### src/rtl/hp_pkg.sv
package hp_pkg;

    // Read engine phases: idle, memory read in flight, buffer just reloaded,
    // waiting for the host to release its strobes.
    typedef enum logic [1:0] {
        RS_IDLE   = 2'd0,
        RS_FETCH  = 2'd1,
        RS_SETTLE = 2'd2,
        RS_HOLD   = 2'd3
    } rd_state_e;

endpackage

### src/rtl/hp_sync_ram.sv
module hp_sync_ram #(
    parameter int WIDTH = 16,
    parameter int AW    = 6
) (
    input  logic             clk,
    input  logic             we,
    input  logic [AW-1:0]    waddr,
    input  logic [WIDTH-1:0] wdata,
    input  logic             re,
    input  logic [AW-1:0]    raddr,
    output logic [WIDTH-1:0] rdata
);
    localparam int DEPTH = 1 << AW;

    logic [WIDTH-1:0] mem_q [DEPTH];
    logic [WIDTH-1:0] rdata_q;

    always_ff @(posedge clk) begin
        if (we) begin
            mem_q[waddr] <= wdata;
        end
        if (re) begin
            rdata_q <= mem_q[raddr];
        end
    end

    assign rdata = rdata_q;

endmodule

### src/rtl/hp_ctl_reg.sv
module hp_ctl_reg #(
    parameter int ADDR_W = 14,
    parameter int LO_W   = 8
) (
    input  logic              clk,
    input  logic              rst_n,
    input  logic              host_latch,
    input  logic              host_wr,
    input  logic [ADDR_W:0]   host_word,
    input  logic              core_we,
    input  logic [ADDR_W:0]   core_word,
    input  logic              step,
    input  logic [LO_W-1:0]   lo_in,
    output logic [ADDR_W-1:0] addr,
    output logic              dm,
    output logic              half,
    output logic [LO_W-1:0]   lo,
    output logic              pend
);
    typedef struct packed {
        logic [ADDR_W-1:0] addr;
        logic              dm;
        logic              half;
        logic              pend;
        logic [LO_W-1:0]   lo;
    } ctl_t;

    localparam logic [ADDR_W-1:0] ADDR_INC = {{(ADDR_W-1){1'b0}}, 1'b1};

    ctl_t ctl_d, ctl_q;

    always_comb begin
        ctl_d = ctl_q;

        // Advance the word pointer after each prefetch.
        if (step) begin
            if (ctl_q.dm) begin
                ctl_d.addr = ctl_q.addr + ADDR_INC;
            end else if (!ctl_q.half) begin
                ctl_d.half = 1'b1;
                ctl_d.lo   = lo_in;
            end else begin
                ctl_d.half = 1'b0;
                ctl_d.addr = ctl_q.addr + ADDR_INC;
            end
        end

        // Host address latch: normal load, or a mid-word interruption.
        if (host_latch) begin
            if (ctl_q.half) begin
                ctl_d.half = 1'b0;
                ctl_d.pend = 1'b1;
            end else begin
                ctl_d.dm   = host_word[ADDR_W];
                ctl_d.addr = host_word[ADDR_W-1:0];
            end
        end

        // Host data word consumed as a control load only when armed.
        if (host_wr && ctl_q.pend) begin
            ctl_d.dm   = host_word[ADDR_W];
            ctl_d.addr = host_word[ADDR_W-1:0];
            ctl_d.half = 1'b0;
            ctl_d.pend = 1'b0;
        end

        // Core write has the last word.
        if (core_we) begin
            ctl_d.dm   = core_word[ADDR_W];
            ctl_d.addr = core_word[ADDR_W-1:0];
            ctl_d.half = 1'b0;
            if (ctl_q.half) begin
                ctl_d.pend = 1'b1;
            end
        end
    end

    always_ff @(posedge clk or negedge rst_n) begin
        if (!rst_n) begin
            ctl_q <= '0;
        end else begin
            ctl_q <= ctl_d;
        end
    end

    assign addr = ctl_q.addr;
    assign dm   = ctl_q.dm;
    assign half = ctl_q.half;
    assign lo   = ctl_q.lo;
    assign pend = ctl_q.pend;

    // a pending low half only exists for program memory.
    p_half_pm_only_r6: assert property (@(posedge clk) disable iff (!rst_n)
        ctl_q.half |-> !ctl_q.dm);

    // arming only happens out of a half-transferred word.
    p_pend_after_half_r8: assert property (@(posedge clk) disable iff (!rst_n)
        $rose(ctl_q.pend) |-> $past(ctl_q.half));

    // with no event the address does not move.
    p_addr_hold_r10: assert property (@(posedge clk) disable iff (!rst_n)
        (!step && !host_latch && !host_wr && !core_we) |=> $stable(ctl_q.addr));

endmodule

### src/rtl/hp_rd_engine.sv
module hp_rd_engine
    import hp_pkg::*;
#(
    parameter int DATA_W = 16,
    parameter int PM_W   = 24
) (
    input  logic                   clk,
    input  logic                   rst_n,
    input  logic                   sel_n,
    input  logic                   rd_n,
    input  logic                   dm,
    input  logic                   half,
    input  logic [PM_W-DATA_W-1:0] lo,
    input  logic [PM_W-1:0]        pm_rdata,
    input  logic [DATA_W-1:0]      dm_rdata,
    output logic                   mem_re,
    output logic                   step,
    output logic                   idle,
    output logic [DATA_W-1:0]      bus_o,
    output logic                   bus_oe,
    output logic                   ack_n
);
    localparam int LO_W  = PM_W - DATA_W;
    localparam int PAD_W = DATA_W - LO_W;

    typedef struct packed {
        rd_state_e         st;
        logic [DATA_W-1:0] pbuf;
        logic [DATA_W-1:0] pout;
    } eng_t;

    eng_t eng_d, eng_q;
    logic rd_req;

    always_comb begin
        eng_d  = eng_q;
        rd_req = !sel_n && !rd_n;
        mem_re = 1'b0;
        step   = 1'b0;

        case (eng_q.st)
            RS_IDLE: begin
                if (rd_req) begin
                    eng_d.st   = RS_FETCH;
                    eng_d.pout = eng_q.pbuf;
                    mem_re     = 1'b1;
                end
            end
            RS_FETCH: begin
                step     = 1'b1;
                eng_d.st = RS_SETTLE;
                if (dm) begin
                    eng_d.pbuf = dm_rdata;
                end else if (half) begin
                    eng_d.pbuf = {{PAD_W{1'b0}}, lo};
                end else begin
                    eng_d.pbuf = pm_rdata[PM_W-1 -: DATA_W];
                end
            end
            RS_SETTLE: begin
                eng_d.st = RS_HOLD;
            end
            RS_HOLD: begin
                if (!rd_req) begin
                    eng_d.st = RS_IDLE;
                end
            end
            default: begin
                eng_d.st = RS_IDLE;
            end
        endcase

        bus_o  = (eng_q.st == RS_IDLE) ? eng_q.pbuf : eng_q.pout;
        bus_oe = rd_req;
        ack_n  = (eng_q.st == RS_FETCH) || (eng_q.st == RS_SETTLE);
        idle   = (eng_q.st == RS_IDLE);
    end

    always_ff @(posedge clk or negedge rst_n) begin
        if (!rst_n) begin
            eng_q <= '{st: RS_IDLE, pbuf: '0, pout: '0};
        end else begin
            eng_q <= eng_d;
        end
    end

    // the word on the bus does not change during a read.
    p_bus_stable_r3: assert property (@(posedge clk) disable iff (!rst_n)
        (eng_q.st != RS_IDLE && $past(eng_q.st != RS_IDLE)) |-> $stable(bus_o));

    // acknowledge stays high for two cycles, then drops.
    p_ack_first_r3: assert property (@(posedge clk) disable iff (!rst_n)
        $rose(ack_n) |=> ack_n);
    p_ack_second_r3: assert property (@(posedge clk) disable iff (!rst_n)
        (ack_n && $past(ack_n)) |=> !ack_n);

    // the buffer only reloads at the end of a fetch.
    p_buf_reload_r4: assert property (@(posedge clk) disable iff (!rst_n)
        (eng_q.st != RS_FETCH) |=> $stable(eng_q.pbuf));

    // a held read strobe does not restart a fetch.
    p_no_restart_r11: assert property (@(posedge clk) disable iff (!rst_n)
        (eng_q.st == RS_HOLD && rd_req) |=> !ack_n);

endmodule

### src/rtl/hp_host_rd_port.sv
module hp_host_rd_port #(
    parameter int ADDR_W = 14,
    parameter int DATA_W = 16,
    parameter int PM_W   = 24,
    parameter int MEM_AW = 6
) (
    input  logic              clk,
    input  logic              rst_n,
    input  logic              hp_sel_n,
    input  logic              hp_rd_n,
    input  logic              hp_wr_n,
    input  logic              hp_latch_n,
    input  logic [DATA_W-1:0] hp_bus_i,
    output logic [DATA_W-1:0] hp_bus_o,
    output logic              hp_bus_oe,
    output logic              hp_ack_n,
    input  logic              core_ctl_we,
    input  logic [ADDR_W:0]   core_ctl_wdata,
    input  logic              core_mem_we,
    input  logic              core_mem_dm,
    input  logic [MEM_AW-1:0] core_mem_addr,
    input  logic [PM_W-1:0]   core_mem_wdata
);
    localparam int LO_W = PM_W - DATA_W;

    typedef struct packed {
        logic latch_prev;
        logic wr_prev;
    } strb_t;

    strb_t strb_d, strb_q;

    logic              idle;
    logic              latch_lvl, wr_lvl;
    logic              latch_pulse, wr_pulse;
    logic              mem_re, step;
    logic [ADDR_W-1:0] addr;
    logic              dm, half, pend;
    logic [LO_W-1:0]   lo;
    logic [PM_W-1:0]   pm_rdata;
    logic [DATA_W-1:0] dm_rdata;
    logic              unused_bits;

    // One-shot detection of latch and write cycles, only between reads.
    always_comb begin
        latch_lvl   = !hp_sel_n && !hp_latch_n && hp_rd_n && hp_wr_n && idle;
        wr_lvl      = !hp_sel_n && !hp_wr_n && hp_rd_n && hp_latch_n && idle;
        latch_pulse = latch_lvl && !strb_q.latch_prev;
        wr_pulse    = wr_lvl && !strb_q.wr_prev;
        strb_d.latch_prev = latch_lvl;
        strb_d.wr_prev    = wr_lvl;
    end

    always_ff @(posedge clk or negedge rst_n) begin
        if (!rst_n) begin
            strb_q <= '0;
        end else begin
            strb_q <= strb_d;
        end
    end

    assign unused_bits = ^{hp_bus_i[DATA_W-1:ADDR_W+1], addr[ADDR_W-1:MEM_AW], pend};

    hp_ctl_reg #(
        .ADDR_W (ADDR_W),
        .LO_W   (LO_W)
    ) u_ctl (
        .clk        (clk),
        .rst_n      (rst_n),
        .host_latch (latch_pulse),
        .host_wr    (wr_pulse),
        .host_word  (hp_bus_i[ADDR_W:0]),
        .core_we    (core_ctl_we),
        .core_word  (core_ctl_wdata),
        .step       (step),
        .lo_in      (pm_rdata[LO_W-1:0]),
        .addr       (addr),
        .dm         (dm),
        .half       (half),
        .lo         (lo),
        .pend       (pend)
    );

    hp_sync_ram #(
        .WIDTH (PM_W),
        .AW    (MEM_AW)
    ) u_pm_ram (
        .clk   (clk),
        .we    (core_mem_we && !core_mem_dm),
        .waddr (core_mem_addr),
        .wdata (core_mem_wdata),
        .re    (mem_re),
        .raddr (addr[MEM_AW-1:0]),
        .rdata (pm_rdata)
    );

    hp_sync_ram #(
        .WIDTH (DATA_W),
        .AW    (MEM_AW)
    ) u_dm_ram (
        .clk   (clk),
        .we    (core_mem_we && core_mem_dm),
        .waddr (core_mem_addr),
        .wdata (core_mem_wdata[DATA_W-1:0]),
        .re    (mem_re),
        .raddr (addr[MEM_AW-1:0]),
        .rdata (dm_rdata)
    );

    hp_rd_engine #(
        .DATA_W (DATA_W),
        .PM_W   (PM_W)
    ) u_eng (
        .clk      (clk),
        .rst_n    (rst_n),
        .sel_n    (hp_sel_n),
        .rd_n     (hp_rd_n),
        .dm       (dm),
        .half     (half),
        .lo       (lo),
        .pm_rdata (pm_rdata),
        .dm_rdata (dm_rdata),
        .mem_re   (mem_re),
        .step     (step),
        .idle     (idle),
        .bus_o    (hp_bus_o),
        .bus_oe   (hp_bus_oe),
        .ack_n    (hp_ack_n)
    );

    // a held latch strobe yields a single load pulse.
    p_latch_once_r7: assert property (@(posedge clk) disable iff (!rst_n)
        latch_pulse |=> !latch_pulse);

    // the acknowledge only rises out of an idle port.
    p_ack_from_idle_r3: assert property (@(posedge clk) disable iff (!rst_n)
        $rose(hp_ack_n) |-> $past(idle));

endmodule

### config.mk
export PLATFORM = sky130hd
export DESIGN_NAME = hp_host_rd_port
export DESIGN_NICKNAME = d
export VERILOG_FILES = /design/src/rtl/hp_pkg.sv /design/src/rtl/hp_sync_ram.sv /design/src/rtl/hp_ctl_reg.sv /design/src/rtl/hp_rd_engine.sv /design/src/rtl/hp_host_rd_port.sv
export SDC_FILE = /design/constraint.sdc
export NUM_CORES = 2
export LEC_CHECK = 0
export BUFFER_PORTS_ARGS = -buffer_cell sky130_fd_sc_hd__clkbuf_2
export CAP_MARGIN = 20
export CORE_ASPECT_RATIO = 0.75
export CORE_MARGIN = 8
export CORE_UTILIZATION = 50
export DETAILED_ROUTE_END_ITERATION = 6
export GPL_TIMING_DRIVEN = 0
export HOLD_SLACK_MARGIN = 0.1
export PLACE_DENSITY_LB_ADDON = 0.05
export SLEW_MARGIN = 0
export SYNTH_ARGS = -nofsm -noshare
export SYNTH_HDL_FRONTEND = slang
export SYNTH_HIERARCHICAL = 1
export SYNTH_SLANG_ARGS = --single-unit
### constraint.sdc
create_clock -name clk -period 6.12 [get_ports clk]
set_clock_uncertainty 0.05 [all_clocks]
set_input_delay 1.53 -clock clk [delete_from_list [all_inputs] [get_ports clk]]
set_output_delay 1.53 -clock clk [all_outputs]
set_load 0.02 [all_outputs]
Word-level counts from Yosys, hierarchy flattened. Memory sizes are Yosys's and may differ from the RTL's. A register that Yosys moved wholly into a read port is not among the register bits. Cells that the tools add are included.

Flip-flop bits (word level): 61. Memory bits (writable): 2560. Output and inout bits: 18. Word-level logic and storage cells: 74. Memories: 2.

Memories: u_pm_ram.mem_q (depth 64, width 24, rd ports 1, clocked after memory_dff 1, write ports 1, line hp_sync_ram.sv:15) `logic [WIDTH-1:0] mem_q [DEPTH];`; u_dm_ram.mem_q (depth 64, width 16, rd ports 1, clocked after memory_dff 1, write ports 1, line hp_sync_ram.sv:15).

$add $sub $neg: 1. Eq/ne operators: 6. Multiplexer cells: 25. Bitwise operators: 2. Reduce and logical (&&, ||, !) cells: 28.

Operators with widths (number): 17-bit two-way mux (3); 16-bit two-way mux (3); 14-bit two-way mux (3); 15-bit two-way mux (1); 14-bit by 1-bit adder with 14-bit output, second input constant (1); 1-bit logical AND (14); 1-bit two-way mux (11); 2-bit one-hot mux with 4 select lines (1); 1-bit logical NOT (7); 2-bit two-way mux (3); 2-bit AND reduction (3); 2-bit equality test, second input constant (2); 2-bit inequality test, second input constant (2); 3-bit inequality test, second input constant (1); 3-bit AND reduction (1); 3-bit nonzero test (1); 2-bit by 1-bit equality test with 1-bit output, second input constant (1); 2-bit logical NOT (1); 1-bit inverter (2); 1-bit logical OR (1).

Logic depth before layout (Yosys ltp).
Word-level depth: 10. Depth in mapped cells: 10.

By module. The synthesis kept the hierarchy.

By module, submodules not included: hp_sync_ram at u_pm_ram (times used 1, cells each 2610, area an instance 59535.8 um^2, sequential area each 46844.9 um^2); hp_sync_ram at u_dm_ram (times used 1, cells each 1829, area an instance 40202.3 um^2, sequential area each 31230.0 um^2); hp_rd_engine (times used 1, cells each 157, area an instance 1834.3 um^2, sequential area each 850.8 um^2); hp_ctl_reg (times used 1, cells each 155, area an instance 1433.9 um^2, sequential area each 625.6 um^2); hp_host_rd_port (times used 1, cells each 9, area an instance 127.6 um^2, sequential area each 50.0 um^2).

Worst setup path after synthesis. No wires, ideal clock.

Kind: input -> register. From: in core_mem_we. To: mem u_pm_ram/mem_q[48][0] (netlist name) (enable). Library setup time: 0.435 ns. Arrival: 3.845 ns. Setup slack: 1.790 ns. Cell stages on the path: 4. Path buffers: 0. Cells stage by stage: nor2b_1 nor2b_1 nand4b_1 nor3_1.

Word-level cells in the longest chain between the ends: 3.

Ends and longest elaborated chain: start, declared (line hp_host_rd_port.sv:19) `input logic core_mem_we,`; 1-bit logical AND (line hp_host_rd_port.sv:89) `.we (core_mem_we && !core_mem_dm),`; 1-bit two-way mux (line hp_sync_ram.sv:19) `if (we) begin`; 1-bit two-way mux (not written as such) (line hp_sync_ram.sv:20) `mem_q[waddr] <= wdata;`; end, declared (line hp_sync_ram.sv:15).

No other way between the ends.

==> impl_metrics.ini <==
[run_status]
outcome = completed

[floorplan]
fp.dieH_um = 408.3
die_area_mm2 = 0.2200
boundaryPins = 88
die-width_um = 539
core_area_mm2 = 0.2047
fp-row-count = 144
initial_core_util_pct = 50.11

[place]
dp_slack_ns = 0.9385
place_inst = 7584
hpwl_um = 195100
gp_congestion = 0.9608
port_buffers = 65

[route]
wl_per_cell_um = 36.51
ant_nets = 0
initialDrtViolationCount = 7019
dr.pass1.iters = 6
dr_total_vias = 52000
wirelength_um = 294400
viasPerCell = 6.449
drc = 0

[timing]
final.setup.worst_slack_ns = 1.200
fin_hold_ws_ns = 0.4169
tightest_slew_ns = 1.282
finalCriticalPeriod_ns = 4.920
slew_headroom_pct = 14.14
finalCritPeriodShare_pct = 80.40
setup_violations = 0
fmax_ghz = 0.2032
slew_viol_final = 0
rsz0062_at_grt = false
finalHoldViolations = 0

[layout]
drive_above_1_share_pct = 29.01
fin_nets = 5233
regArea_mm2 = 0.07940
nFillCells = 15000
fin_cells = 8064
area_growth_pct = 14.87
multiInputGateArea_mm2 = 0.02215

[yosys]
syn-instance-count = 4691
avgSynthCellArea_um2 = 21.87
netlist_area_mm2 = 0.1026
synth_nets = 4769
yosysWarnings = 6

[cts]
htree_levels = 5
hold_buffers = 0
cts_buffers = 270
clock-sinks = 2653
root_buffer = clkbuf_16
clockBufferDepth = 4
clk_latency_ns = 0.83
cts_tree = built
clkTransAtPathRegs_ns = 0.06
cts_resized = 0
post_cts_buffers = 0

[grt]
antenna_found_initial = 17
grt_remaining_overflow = 0
grt_pass1_wl_um = 405300
grt.total_usage_pct = 26.19
grt_pass1_vias = 50160
grt_max_degree = 113

[critical_path]
path_class = reg2reg
required_ns = 6.60
cp_data_arrival_time_ns = 5.40
cp_max_fo = 10
endpoint_kind = register
cp-start-kind = register

[power_and_ir_drop]
seqPwrFrac_pct = 46.2
powerDensity_mw_per_mm2 = 375.1
p_int_uw = 32390
switching_power_uw = 11810
pwr-share-comb_pct = 17.9
peakVddDrop_v = 0.0002388
p_leak_uw = 0.03702
p_total_uw = 44200
p_clk_share_pct = 35.9
sw_frac_of_total_pct = 26.72

[min_path]
min_path_type = reg2reg

[job]
max_cap_violations = 0
[final timing paths]
kind / from / endpoint / cells past startpoint / slack, ns
hold / removal: u_pm_ram/rdata[1] / u_ctl/lo[1] / 1 / 0.42
setup / recovery: u_ctl/addr[2] / u_pm_ram/rdata[12] / 9 / 1.20
setup reg to reg: u_ctl/addr[2] / u_pm_ram/rdata[12] / 9 / 1.20
min in group asynchronous: rst_n / u_ctl/addr[4] / 1 / 0.78
max in group asynchronous: rst_n / u_ctl/lo[5] / 1 / 4.66
hold reg to reg: u_pm_ram/rdata[1] / u_ctl/lo[1] / 1 / 0.42
[critical path, stage by stage, from the launching register on]
cell,delay [ns]
dfrtp_1,0.64
buf_2,0.39
buf_2,0.56
buf_2,0.38
buf_1,0.85
mux4_2,0.42
mux2i_1,0.53
o21ai_0,0.34
nand3_1,0.25
o21ai_0,0.18
[power by group through the flow]
stage	logic [uW]	registers (uW)	clock network, uW
after floorplan	4620	20700	0
after global placement	7690	20900	0
after detailed placement	7800	20800	0
after CTS	7820	20400	16200
after global routing	8180	20400	16800
final	7900	20400	15900
[area by class of cell]
class                   count  share of cell area (%)
flip-flops and latches   2653                   67.39
multi-input cells        1759                   18.80
clock buffers             335                   6.104
well taps                2701                   2.868
repair buffers            192                   2.465
plain buffers             261                   1.356
clock inverters           129                  0.9302
inverters                  18                 0.05734
diodes                     16                 0.03398
[per-layer routing]
| metal | GRT usage (%) | routed length, um | share of wire (%) | vias to the layer above |
|---|---|---|---|---|
| met3 | 7.430 | 33520 | 11 | 389 |
| met2 | 35.81 | 122700 | 42 | 2775 |
| met1 | 41.43 | 130500 | 44 | 28140 |
| met5 | 0 | 0 | 0 | - |
| met4 | 6.587 | 7720 | 2.6 | 0 |
| li1 | - | - | - | 20700 |
[flip-flops by register name, summed over array words and instances, names as in the netlist]
name and cells:
strb_q 2, u_ctl/addr 6, u_ctl/dm 1, u_ctl/half 1, u_ctl/lo 8, u_ctl/pend 1, u_dm_ram/mem_q 1024, u_dm_ram/rdata 16
u_eng/eng_q 34, u_pm_ram/mem_q 1536, u_pm_ram/rdata 24
[cell usage in the layout, fill, tap and decap left out, drive strengths merged, types with 19 or more instances in the layout]
master,n
edfxtp,2600
mux4,579
clkbuf,480
buf,308
mux2i,185
nor2,168
mux2,122
nand2,109
clkinv,102
a22oi,76
a221oi,68
o22ai,62
dfrtp,53
a21oi,50
nor2b,49
nand3,44
o21ai,40
inv,23
a31oi,21
bufinv,19
[per-stage QoR]
stage / setup TNS, ns / utilization (%) / area [um2]
5_1_grt: 0 / 57.55 / 117800
6_report: 0 / 57.57 / 117800
4_1_cts: 0 / 57.55 / 117800
2_1_floorplan: 0 / - / 102600
3_5_place_dp: 0 / 53.50 / 109500
3_3_place_gp: -56.13 / 51.93 / 106300
Power figures use the tool's default switching activity.
